==> src/rtl/tob_pkg.sv <==
package tob_pkg;
  localparam int LIM_W = 10;
  localparam int WORD_W = 16;

  typedef struct packed {
    logic             il4;
    logic             single;
    logic             fitted;
    logic [LIM_W-1:0] lim;
  } bank_cfg_t;

  localparam bank_cfg_t CFG_RST = '{il4: 1'b1, single: 1'b0, fitted: 1'b1, lim: 10'h200};

  function automatic logic [WORD_W-1:0] cfg_to_word(input bank_cfg_t c);
    return {c.il4, c.single, c.fitted, 3'b000, c.lim};
  endfunction
endpackage

==> src/rtl/tob_cfg_regs.sv <==
module tob_cfg_regs
  import tob_pkg::*;
#(
  parameter int NB    = 8,
  parameter int IDX_W = 3
) (
  input  logic                     clk,
  input  logic                     rst_n,
  input  logic                     we,
  input  logic [IDX_W-1:0]         widx,
  input  logic [1:0]               be,
  input  logic [WORD_W-1:0]        wdata,
  input  logic [IDX_W-1:0]         raddr,
  output logic [WORD_W-1:0]        rdata,
  output bank_cfg_t [NB-1:0]       cfg_o
);
  for (genvar i = 0; i < NB; i++) begin : g_bank
    bank_cfg_t cur_q;
    bank_cfg_t cur_d;
    logic      wr_en;

    assign wr_en = we && (widx == IDX_W'(i));

    always_comb begin
      cur_d = cur_q;
      if (be[0]) begin
        cur_d.lim[7:0] = wdata[7:0];
      end
      if (be[1]) begin
        cur_d.lim[LIM_W-1:8] = wdata[LIM_W-1:8];
        cur_d.fitted         = wdata[13];
        cur_d.single         = wdata[14];
        cur_d.il4            = wdata[15];
      end
    end

    always_ff @(posedge clk or negedge rst_n) begin
      if (!rst_n) begin
        cur_q <= CFG_RST;
      end else if (wr_en) begin
        cur_q <= cur_d;
      end
    end

    assign cfg_o[i] = cur_q;
  end

  assign rdata = cfg_to_word(cfg_o[raddr]);
endmodule

==> src/rtl/tob_match.sv <==
module tob_match
  import tob_pkg::*;
#(
  parameter int NB        = 8,
  parameter int ADDR_W    = 36,
  parameter int UNIT_LOG2 = 25
) (
  input  logic [ADDR_W-1:0]  addr,
  input  bank_cfg_t [NB-1:0] cfg,
  output logic [NB-1:0]      sel_oh,
  output logic               row,
  output logic               mode4,
  output logic               miss
);
  localparam int UNIT_W = ADDR_W - UNIT_LOG2;
  localparam int HALF_W = UNIT_W + 1;
  localparam int CMP_W  = (UNIT_W > LIM_W) ? UNIT_W : LIM_W;
  localparam int MID_W  = ((HALF_W > LIM_W + 1) ? HALF_W : LIM_W + 1) + 1;

  logic [UNIT_W-1:0] a_unit;
  logic [HALF_W-1:0] a_half;
  logic [NB-1:0]     hit;
  logic [NB-1:0]     row_vec;
  logic [NB-1:0]     il_vec;

  assign a_unit = addr[ADDR_W-1:UNIT_LOG2];
  assign a_half = addr[ADDR_W-1:UNIT_LOG2-1];

  for (genvar i = 0; i < NB; i++) begin : g_cmp
    logic [LIM_W-1:0] lo;
    logic [MID_W-1:0] mid;
    if (i == 0) begin : g_first
      assign lo = '0;
    end else begin : g_rest
      assign lo = cfg[i-1].lim;
    end
    assign mid        = MID_W'(lo) + MID_W'(cfg[i].lim);
    assign hit[i]     = CMP_W'(cfg[i].lim) > CMP_W'(a_unit);
    assign row_vec[i] = !cfg[i].single && (MID_W'(a_half) >= mid);
    assign il_vec[i]  = cfg[i].il4;
  end

  assign sel_oh = hit & ~(hit - 1'b1);
  assign row    = |(sel_oh & row_vec);
  assign mode4  = |(sel_oh & il_vec);
  assign miss   = ~|hit;
endmodule

==> src/rtl/tob_bank_decoder.sv <==
module tob_bank_decoder
  import tob_pkg::*;
#(
  parameter int NB        = 8,
  parameter int ADDR_W    = 36,
  parameter int UNIT_LOG2 = 25,
  parameter int IDX_W     = (NB > 1) ? $clog2(NB) : 1
) (
  input  logic              clk,
  input  logic              rst_n,
  input  logic              cfg_we,
  input  logic [IDX_W-1:0]  cfg_widx,
  input  logic [1:0]        cfg_be,
  input  logic [15:0]       cfg_wdata,
  input  logic [IDX_W-1:0]  cfg_raddr,
  output logic [15:0]       cfg_rdata,
  input  logic [ADDR_W-1:0] addr_in,
  output logic [NB-1:0]     bank_sel,
  output logic              row_sel,
  output logic              mode_4to1,
  output logic              miss,
  output logic [NB-1:0]     refresh_en
);
  bank_cfg_t [NB-1:0] cfg;
  logic [NB-1:0]      sel_d;
  logic               row_d;
  logic               mode_d;
  logic               miss_d;

  tob_cfg_regs #(.NB(NB), .IDX_W(IDX_W)) u_regs (
    .clk   (clk),
    .rst_n (rst_n),
    .we    (cfg_we),
    .widx  (cfg_widx),
    .be    (cfg_be),
    .wdata (cfg_wdata),
    .raddr (cfg_raddr),
    .rdata (cfg_rdata),
    .cfg_o (cfg)
  );

  tob_match #(.NB(NB), .ADDR_W(ADDR_W), .UNIT_LOG2(UNIT_LOG2)) u_match (
    .addr   (addr_in),
    .cfg    (cfg),
    .sel_oh (sel_d),
    .row    (row_d),
    .mode4  (mode_d),
    .miss   (miss_d)
  );

  always_ff @(posedge clk or negedge rst_n) begin
    if (!rst_n) begin
      bank_sel  <= '0;
      row_sel   <= 1'b0;
      mode_4to1 <= 1'b0;
      miss      <= 1'b0;
    end else begin
      bank_sel  <= sel_d;
      row_sel   <= row_d;
      mode_4to1 <= mode_d;
      miss      <= miss_d;
    end
  end

  for (genvar i = 0; i < NB; i++) begin : g_ref
    assign refresh_en[i] = cfg[i].fitted;
  end
endmodule

==> config.mk <==
export PLATFORM = sky130hd
export DESIGN_NAME = tob_bank_decoder
export DESIGN_NICKNAME = d
export VERILOG_FILES = /design/src/rtl/tob_pkg.sv /design/src/rtl/tob_cfg_regs.sv /design/src/rtl/tob_match.sv /design/src/rtl/tob_bank_decoder.sv
export SDC_FILE = /design/constraint.sdc
export NUM_CORES = 1
export LEC_CHECK = 0
export BUFFER_PORTS_ARGS = -buffer_cell sky130_fd_sc_hd__buf_2
export CAP_MARGIN = 15
export CORE_MARGIN = 2
export CORE_UTILIZATION = 44
export DETAILED_ROUTE_END_ITERATION = 6
export PLACE_DENSITY = 0.6
export SLEW_MARGIN = 10
export SYNTH_ARGS = -nofsm -noshare
export SYNTH_HDL_FRONTEND = slang
export SYNTH_HIERARCHICAL = 1
export SYNTH_SLANG_ARGS = --single-unit
export TNS_END_PERCENT = 1
==> constraint.sdc <==
create_clock -name clk -period 3.05 [get_ports clk]
set_input_delay 0.305 -clock clk [delete_from_list [all_inputs] [get_ports clk]]
set_output_delay 0.305 -clock clk [all_outputs]
set_load 0.02 [all_outputs]
==> results of run 1 <==
## report_power, final
group	internal, W	switching, W	total (W)
clock	0.00132	0.000844	0.00216
sequential	0.00194	0.000366	0.00230
combinational	0.00344	0.00358	0.00701
total	0.00669	0.00479	0.0115
## logic make-up (layout without fill, tap and decap cells)
logic type | after synthesis | after routing
AO/OA/AOI/OAI | 253 | 253
adder cells (fa/ha/maj) | 244 | 244
AND/OR/NAND/NOR | 206 | 206
multiplexers | 147 | 147
flip-flops | 115 | 115
buffers and inverters | 88 | 343
XOR/XNOR | 49 | 49
other | 1 | 3
## how the worst max path moves through the flow
stage | startpoint | to
2_1_floorplan | u_regs/cfg_o[26] | row_sel
3_3_place_gp | u_regs/cfg_o[26] | row_sel
3_5_place_dp | u_regs/cfg_o[26] | row_sel
4_1_cts | u_regs/cfg_o[26] | row_sel
5_1_grt | u_regs/cfg_o[79] | row_sel
6_report | u_regs/cfg_o[26] | row_sel
## per-layer routing
layer / GRT usage / vias to the layer above / wire length, um
li1: - / 4741 / -
met1: 0.360 / 4971 / 16700
met2: 0.451 / 246 / 17800
met3: 0.0385 / 56 / 1900
met4: 0.0854 / 0 / 832
met5: 0 / - / 0
## worst register-to-register path: cells and delay by family, from the launching register on
kind	cells	cell delay [ps]
xor+xnor	1	150
buf+inv	3	290
simple gates	3	450
compound gates	8	1330
fa+ha+maj	3	830
flops	1	410
## layout make-up
cell class              count  area, um^2  share of cell area
clock buffers              18         439              0.0303
clock inverters            14         178              0.0123
inverters                  73         274              0.0189
multi-input cells         902        8620               0.595
flip-flops and latches    115        2910               0.201
well taps                 335         419              0.0289
repair buffers            238        1650               0.114
## flip-flops by register name, summed over array words and instances (netlist names)
signal,cells
bank_sel,8
u_regs/cfg_o,104
miss,1
row_sel,1
mode_4to1,1
## metrics by stage
stage	setup slack, ps	total power [W]	setup TNS [ps]	utilization
floorplan	-76.3	0.00657	-76.3	-
global placement	-708	0.00885	-708	0.525
detailed placement	-777	0.00907	-828	0.525
CTS	-615	0.0114	-615	0.551
global route	-668	0.0124	-668	0.554
finish	-524	0.0115	-524	0.554
## cell usage in the layout, fill, tap and decap left out, types with 6 or more instances in the layout
master                      Yosys  final
sky130_fd_sc_hd__ha_1         237    233
sky130_fd_sc_hd__buf_4          6    169
sky130_fd_sc_hd__mux2_2       117    117
sky130_fd_sc_hd__dfrtp_1       91     89
sky130_fd_sc_hd__inv_1         73     73
sky130_fd_sc_hd__a21oi_1       88     73
sky130_fd_sc_hd__buf_2          1     66
sky130_fd_sc_hd__a21o_1        40     40
sky130_fd_sc_hd__o21ai_0       44     34
sky130_fd_sc_hd__xnor2_1       33     33
sky130_fd_sc_hd__nor2_1        30     30
sky130_fd_sc_hd__nand2_1       28     28
sky130_fd_sc_hd__mux4_1        26     26
sky130_fd_sc_hd__dfstp_2       24     24
sky130_fd_sc_hd__nand3_1       22     22
sky130_fd_sc_hd__nor3_1        20     20
sky130_fd_sc_hd__nand4_1       18     18
sky130_fd_sc_hd__clkbuf_16      0     17
sky130_fd_sc_hd__a211oi_1      19     17
sky130_fd_sc_hd__xor2_1        16     16
sky130_fd_sc_hd__a21oi_2        0     15
sky130_fd_sc_hd__o21bai_1      10     10
sky130_fd_sc_hd__a31oi_1       10     10
sky130_fd_sc_hd__nand3b_1       9      9
sky130_fd_sc_hd__nand2b_1       9      9
sky130_fd_sc_hd__o211ai_1       7      7
sky130_fd_sc_hd__o21ai_1        1      6
sky130_fd_sc_hd__nor2_2         6      6
sky130_fd_sc_hd__and4_1         6      6
sky130_fd_sc_hd__nor4_1         6      6
## what timing repair did
item | CTS | global route
gates resized for setup | 10 | 24
pin swaps | 7 | 21
endpoints found under the hold margin | 25 | 0
hold buffers | 1 | 0
endpoints found under the setup margin | 1 | 1
buffers inserted | 2 | 0
cloned | 0 | 0
==> reports/summary.txt, run 1 <==
STATUS
---------------------------------------------------------------------------------
Outcome                                                              finished with violations
Violated checks                                                      design-rule violations, negative setup slack

YOSYS
---------------------------------------------------------------------------------
Area share of fa/ha/maj cells after synthesis                               0.265
Synth cell count leaders                                             237 x sky130_fd_sc_hd__ha_1, 117 x sky130_fd_sc_hd__mux2_2, 91 x sky130_fd_sc_hd__dfrtp_1
Asr flop ratio synth                                                         1.00
Most used standard cell by instance count after synthesis            sky130_fd_sc_hd__ha_1
Cell area after synthesis                                             11,700 um^2
Area contributors post-synth                                         sky130_fd_sc_hd__ha_1 25%, sky130_fd_sc_hd__dfrtp_1 19%, sky130_fd_sc_hd__mux2_2 11%, sky130_fd_sc_hd__mux4_1 5.8%, sky130_fd_sc_hd__dfstp_2 5.4%
Post-synth top area share                                                   0.253
Distinct cell type count after synthesis                                       73
Proportion of synthesized area in mux cells                                 0.174
Synthesized area divided by synthesized cell count                      10.6 um^2
Number of synthesis warnings                                                    6
Dominant combinational cell family by area after synthesis            adder cells
Xor-xnor portion of the synthesized cell area                              0.0366
Gate Count Post-Synth                                                       1,103
Register area share after synthesis                                         0.248
Library cell occupying the most area in the post-synthesis netlist   sky130_fd_sc_hd__ha_1
Top FF cell, synth                                                   sky130_fd_sc_hd__dfrtp_1
Register bit count reported by yosys                                          115
Number of enable-type register cells in the synthesized netlist                 0
Simple-Gate Fraction of Synth Area                                          0.107
Synthesized-area fraction occupied by ao, oa, aoi and oai cells             0.137

FLOORPLANNING
---------------------------------------------------------------------------------
Initial core utilization                                                    0.449
Top Ports                                                                      98
Std cell rows                                                                  59
Core region area                                                      26,100 um^2
Die ar.                                                               28,000 um^2
Vertical extent of the die                                                 167 um
Floorplan die width                                                        167 um

CRITICAL PATH
---------------------------------------------------------------------------------
Capturing point of the worst reg2reg path                                 row_sel
Data required time of the worst path                                      3350 ps
Reg2Reg Depth                                                                  18
Slowest Stage Delay on Critical Path                                       410 ps
R2r startpoint                                                       u_regs/cfg_o[26]
Largest delay contributor family on the critical path                compound AO/OA/AOI/OAI gates
Crit path capture type                                                  flip-flop
Critical-path cell list                                              buf_4, ha_1, inv_1, fa_1, inv_1, a21oi_2, o21ai_1, a21o_1, a21o_1, xnor2_1, ha_1, and4_1, nand4_1, a21oi_1, o311ai_2, a211oi_2, o21ai_2, nand4_1
Cell count along the critical path                                             18
Crit Path Max Fanout                                                            3
FF-to-FF setup slack                                                      -520 ps
Slowest cell on the critical path                                    sky130_fd_sc_hd__dfrtp_1
CP Data Arrival Time                                                      3880 ps
Startpoint kind of the worst setup timing path                          flip-flop
CP Class                                                                  reg2reg
Sum of buffers and inverters on the critical path                               3

MIN PATH
---------------------------------------------------------------------------------
Hold_sp                                                              cfg_wdata[13]
Class of the most critical hold timing path                                in2reg
Endpoint with the worst hold slack                                   u_regs/cfg_o[49]
Hold-critical path depth                                                        2

DRT
---------------------------------------------------------------------------------
Via count                                                                  10,014
Total iterations of the first detailed-routing run                              7
Routed wire length per instance                                           22.0 um
Post-detailed-route via-to-cell ratio                                        5.91
DRT antenna net count                                                           0
Detailed Route Iter0 Violations                                               672
Final routed wirelength across all metal layers                         37,300 um
Count of unresolved DRC violations after routing                                3

GRT
---------------------------------------------------------------------------------
Global-route usage over all layers                                          0.269
Via count of the first global-routing pass                                 10,391
Maximum number of pins on one net before global-route repair                   64
Final global-route overflow total                                               0
Initial antenna violation count                                                 0
First-pass GRT wire length                                              57,700 um

PLACED DESIGN
---------------------------------------------------------------------------------
Last weighted congestion value of the routability-driven placer             0.901
IO buf count                                                                   67
Total placed instance area                                            13,700 um^2
Cell count after placement                                                  1,661
Final HPWL from detailed placement                                      29,800 um

STA
---------------------------------------------------------------------------------
Post-layout min period                                                    3570 ps
RSZ-0062 raised after global routing                                          yes
Number of endpoints failing setup at the final stage                            1
Fin Clk Skew                                                              10.9 ps
Worst setup slack after layout                                            -524 ps
Actual transition at the worst max-transition pin                          754 ps
Post-Route Hold Slack                                                      236 ps
Slew headroom                                                               0.484
Count of pins over their slew limit                                             0
Highest attainable clock frequency                                        280 MHz
Crit share post-route                                                        1.17
Final Hold Viols                                                                0

CLOCK TREE
---------------------------------------------------------------------------------
Number of H-tree levels                                                         4
Clock latency on the worst-skew pair                                       430 ps
Clock buffers created by TritonCTS                                             17
TritonCTS clock tree                                                        built
Maximum buffer depth of the clock tree                                          2
Register clock-pin slew on the reported worst setup and hold paths          70 ps
Clock Tree Root                                                      sky130_fd_sc_hd__clkbuf_16
Total clock sinks                                                             115

FINISH
---------------------------------------------------------------------------------
Growth of design area from synthesis to finish                              23.6%
Non-filler cells in the finished layout                                     1,695
Layout fillers                                                              2,315
Antenna diode instance count                                                    0
Share of layout cells above drive strength 1                                0.350
Summed area of non-filler cells in the final layout                   14,500 um^2
Net count reported at finish                                                1,654

POWER
---------------------------------------------------------------------------------
Power density relative to cell area                                   792 nW/um^2
Worst vdd rail ir drop                                                     462 uV
Reported leakage power                                                    7.08 nW

RUN
---------------------------------------------------------------------------------
Max-cap viol count                                                              0

No activity file was read; power rests on OpenSTA's default activity.
==> run 2: changes to the inputs <==
--- a/config.mk
+++ b/config.mk
@@ -10,10 +10,8 @@
 export CORE_MARGIN = 2
 export CORE_UTILIZATION = 44
 export DETAILED_ROUTE_END_ITERATION = 6
-export PLACE_DENSITY = 0.6
 export SLEW_MARGIN = 10
 export SYNTH_ARGS = -nofsm -noshare
 export SYNTH_HDL_FRONTEND = slang
-export SYNTH_HIERARCHICAL = 1
 export SYNTH_SLANG_ARGS = --single-unit
 export TNS_END_PERCENT = 1
==> reports/summary.txt, run 2 <==
YOSYS
----------------------------------------------------------------------------------
Gate Count Post-Synth                                                        1,076
Most used standard cell by instance count after synthesis             sky130_fd_sc_hd__ha_1
Synth cell count leaders                                              237 x sky130_fd_sc_hd__ha_1, 108 x sky130_fd_sc_hd__mux2_2, 99 x sky130_fd_sc_hd__a21oi_1
Area contributors post-synth                                          sky130_fd_sc_hd__ha_1 26%, sky130_fd_sc_hd__dfrtp_1 20%, sky130_fd_sc_hd__mux2_2 11%, sky130_fd_sc_hd__dfstp_2 5.6%, sky130_fd_sc_hd__mux4_2 5.2%
Synthesized area divided by synthesized cell count                       10.4 um^2
Cell area after synthesis                                              11,200 um^2
Library cell occupying the most area in the post-synthesis netlist    sky130_fd_sc_hd__ha_1
Asr flop ratio synth                                                          1.00
Register bit count reported by yosys                                           115
Top FF cell, synth                                                    sky130_fd_sc_hd__dfrtp_1
Number of synthesis warnings                                                     0
Number of enable-type register cells in the synthesized netlist                  0
Post-synth top area share                                                    0.264
Distinct cell type count after synthesis                                        64
Register area share after synthesis                                          0.259

FINISH
----------------------------------------------------------------------------------
Net count reported at finish                                                 1,588
Growth of design area from synthesis to finish                               22.7%
Share of layout cells above drive strength 1                                 0.360
Flip-flop count of the largest register, all copies and words added            104
Antenna diode instance count                                                     0
Layout fillers                                                               2,265
Most common cell after layout, fill and taps aside                    sky130_fd_sc_hd__ha_1
Most frequent cells in the layout                                     234 x sky130_fd_sc_hd__ha_1, 139 x sky130_fd_sc_hd__buf_4, 108 x sky130_fd_sc_hd__mux2_2

POWER
----------------------------------------------------------------------------------
Reported leakage power                                                     6.64 nW
Reported net switching power                                             0.00439 W
Share of total power in combinational logic                                  0.588
Switching Share                                                              0.405
PnR Total Power                                                           0.0109 W
Portion of total power attributed to the clock network                       0.197
Worst vdd rail ir drop                                                      485 uV
Part of the power in registers                                               0.215
Internal cell power                                                      0.00646 W
Power density relative to cell area                                    789 nW/um^2

CLOCK TREE
----------------------------------------------------------------------------------
Clock latency on the worst-skew pair                                        430 ps
Clock buffers created by TritonCTS                                              17
Register clock-pin slew on the reported worst setup and hold paths           60 ps
Number of H-tree levels                                                          4
Clock Tree Root                                                       sky130_fd_sc_hd__clkbuf_16
Maximum buffer depth of the clock tree                                           2
Total clock sinks                                                              115
TritonCTS clock tree                                                         built

PLACED DESIGN
----------------------------------------------------------------------------------
Final HPWL from detailed placement                                       26,800 um
IO buf count                                                                    67
Last weighted congestion value of the routability-driven placer              0.886

FLOORPLANNING
----------------------------------------------------------------------------------
Top Ports                                                                       98
Floorplan die width                                                         164 um
Core region area                                                       25,100 um^2
Initial core utilization                                                     0.447
Die ar.                                                                26,800 um^2
Vertical extent of the die                                                  164 um
Std cell rows                                                                   58

STATUS
----------------------------------------------------------------------------------
Outcome                                                               finished with violations
Violated checks                                                       negative setup slack

STA
----------------------------------------------------------------------------------
RSZ-0062 raised after global routing                                           yes
Highest attainable clock frequency                                         311 MHz
Fin Clk Skew                                                               8.12 ps
Count of pins over their slew limit                                              0
Post-layout min period                                                     3220 ps
Slew headroom                                                                0.463
Final Hold Viols                                                                 0
Crit share post-route                                                         1.05
Post-Route Hold Slack                                                       178 ps
Worst setup slack after layout                                             -166 ps
Number of endpoints failing setup at the final stage                             1
Actual transition at the worst max-transition pin                           803 ps

GRT
----------------------------------------------------------------------------------
Final global-route overflow total                                                0
Via count of the first global-routing pass                                   9,561
Maximum number of pins on one net before global-route repair                    56
Global-route usage over all layers                                           0.258
First-pass GRT wire length                                               52,300 um
Initial antenna violation count                                                  1

RUN
----------------------------------------------------------------------------------
Max-cap viol count                                                               0

CRITICAL PATH
----------------------------------------------------------------------------------
Reg2Reg Depth                                                                   18
Capturing point of the worst reg2reg path                                  row_sel
Critical-path cell list                                               ha_2, fa_2, a21oi_2, nor2_1, nor2_1, o21bai_2, a21oi_2, buf_4, xor2_1, ha_2, a21oi_2, nor2b_2, a2111oi_2, o21ai_1, o2111ai_1, a211o_2, a21bo_4, nand4_1
Crit path capture type                                                   flip-flop
Startpoint kind of the worst setup timing path                           flip-flop
FF-to-FF setup slack                                                       -170 ps
Slowest Stage Delay on Critical Path                                        410 ps
Data required time of the worst path                                       3410 ps
Cell seen most often among critical-path stages                       sky130_fd_sc_hd__a21oi_2
Slowest cell on the critical path                                     sky130_fd_sc_hd__dfrtp_1
CP Class                                                                   reg2reg
Crit Path Max Fanout                                                             4
R2r startpoint                                                        u_regs.cfg_o[65]
CP Data Arrival Time                                                       3580 ps

DRT
----------------------------------------------------------------------------------
Total iterations of the first detailed-routing run                               5
Routed wire length per instance                                            20.4 um
Final routed wirelength across all metal layers                          33,100 um
Count of unresolved DRC violations after routing                                 0
Detailed Route Iter0 Violations                                                525
Via count                                                                    9,295
DRT antenna net count                                                            0
Post-detailed-route via-to-cell ratio                                         5.72

MIN PATH
----------------------------------------------------------------------------------
Class of the most critical hold timing path                                 in2reg
Hold_sp                                                               cfg_wdata[15]
Hold-critical path depth                                                         3
Endpoint with the worst hold slack                                    u_regs.cfg_o[77]

run 2: changes by cell type after synthesis, sizes merged, moves of 11 or more:
cell	before	now
inv	73	57
a21oi	88	99
nor2	36	52
nor3	28	13
run 2: critical path: cells and delay by family (launching register included):
family	cells	cell delay (ps)
compound gates	9	1260
xor+xnor	1	150
fa+ha+maj	3	780
buf+inv	1	130
flops	1	410
simple gates	4	420
run 2: through the flow:
stage	setup WS (ps)	utilization	instances	TNS, ps	area [um^2]
4_1_cts	-145	0.544	1622	-145	13700
2_1_floorplan	-22.6	-	1078	-22.6	11200
3_3_place_gp	-268	0.513	1584	-268	12900
5_1_grt	-402	0.548	1624	-402	13800
6_report	-166	0.548	1624	-166	13800
3_5_place_dp	-334	0.513	1584	-334	12900
run 2: cell type report:
type	instances	area, um^2	share of cell area
well taps	330	413	0.0300
clock buffers	20	467	0.0339
inverters	57	214	0.0156
clock inverters	12	155	0.0113
multi-input cells	881	8150	0.592
flip-flops and latches	115	2910	0.212
repair buffers	209	1440	0.105
run 2: power by group through the flow:
stage | Clock [W] | Sequential (W) | Combinational [W]
final | 0.00213 | 0.00234 | 0.00638
after global routing | 0.00222 | 0.00239 | 0.00722
after CTS | 0.00216 | 0.00234 | 0.00626
after detailed placement | 0 | 0.00236 | 0.00605
after global placement | 0 | 0.00235 | 0.00589
after floorplan | 0 | 0.00231 | 0.00402
run 2: kinds of logic after synthesis:
family,after synthesis,share of synthesized area
xor+xnor,56,0.0437
other cells,1,0.000334
flops,115,0.259
simple gates,188,0.0854
buf+inv,82,0.0320
compound gates,255,0.141
mux,135,0.162
fa+ha+maj,244,0.277
run 2: worst max-delay path by stage:
| stage | startpoint | end | slack, ps | cells past startpoint |
|---|---|---|---|---|
| 2_1_floorplan | u_regs.cfg_o[65] | row_sel | -20 | 17 |
| 6_report | u_regs.cfg_o[65] | row_sel | -170 | 18 |
| 3_5_place_dp | u_regs.cfg_o[26] | row_sel | -330 | 16 |
| 5_1_grt | u_regs.cfg_o[65] | row_sel | -400 | 18 |
| 4_1_cts | u_regs.cfg_o[65] | row_sel | -140 | 16 |
| 3_3_place_gp | u_regs.cfg_o[79] | row_sel | -270 | 16 |
run 2: what timing repair did:
item	in CTS	in global routing
gates resized for setup	33	25
pin swaps	24	14
buffers inserted	5	2
setup endpoints to repair	1	2
hold buffers	1	0
endpoints found under the hold margin	18	0
run 2: metal layers:
metal	routed length (um)	track usage	up-vias
met5	13	0	-
met4	692	0.0690	2
met3	1200	0.0345	46
met2	16000	0.436	196
met1	15200	0.347	4585
li1	-	-	4466
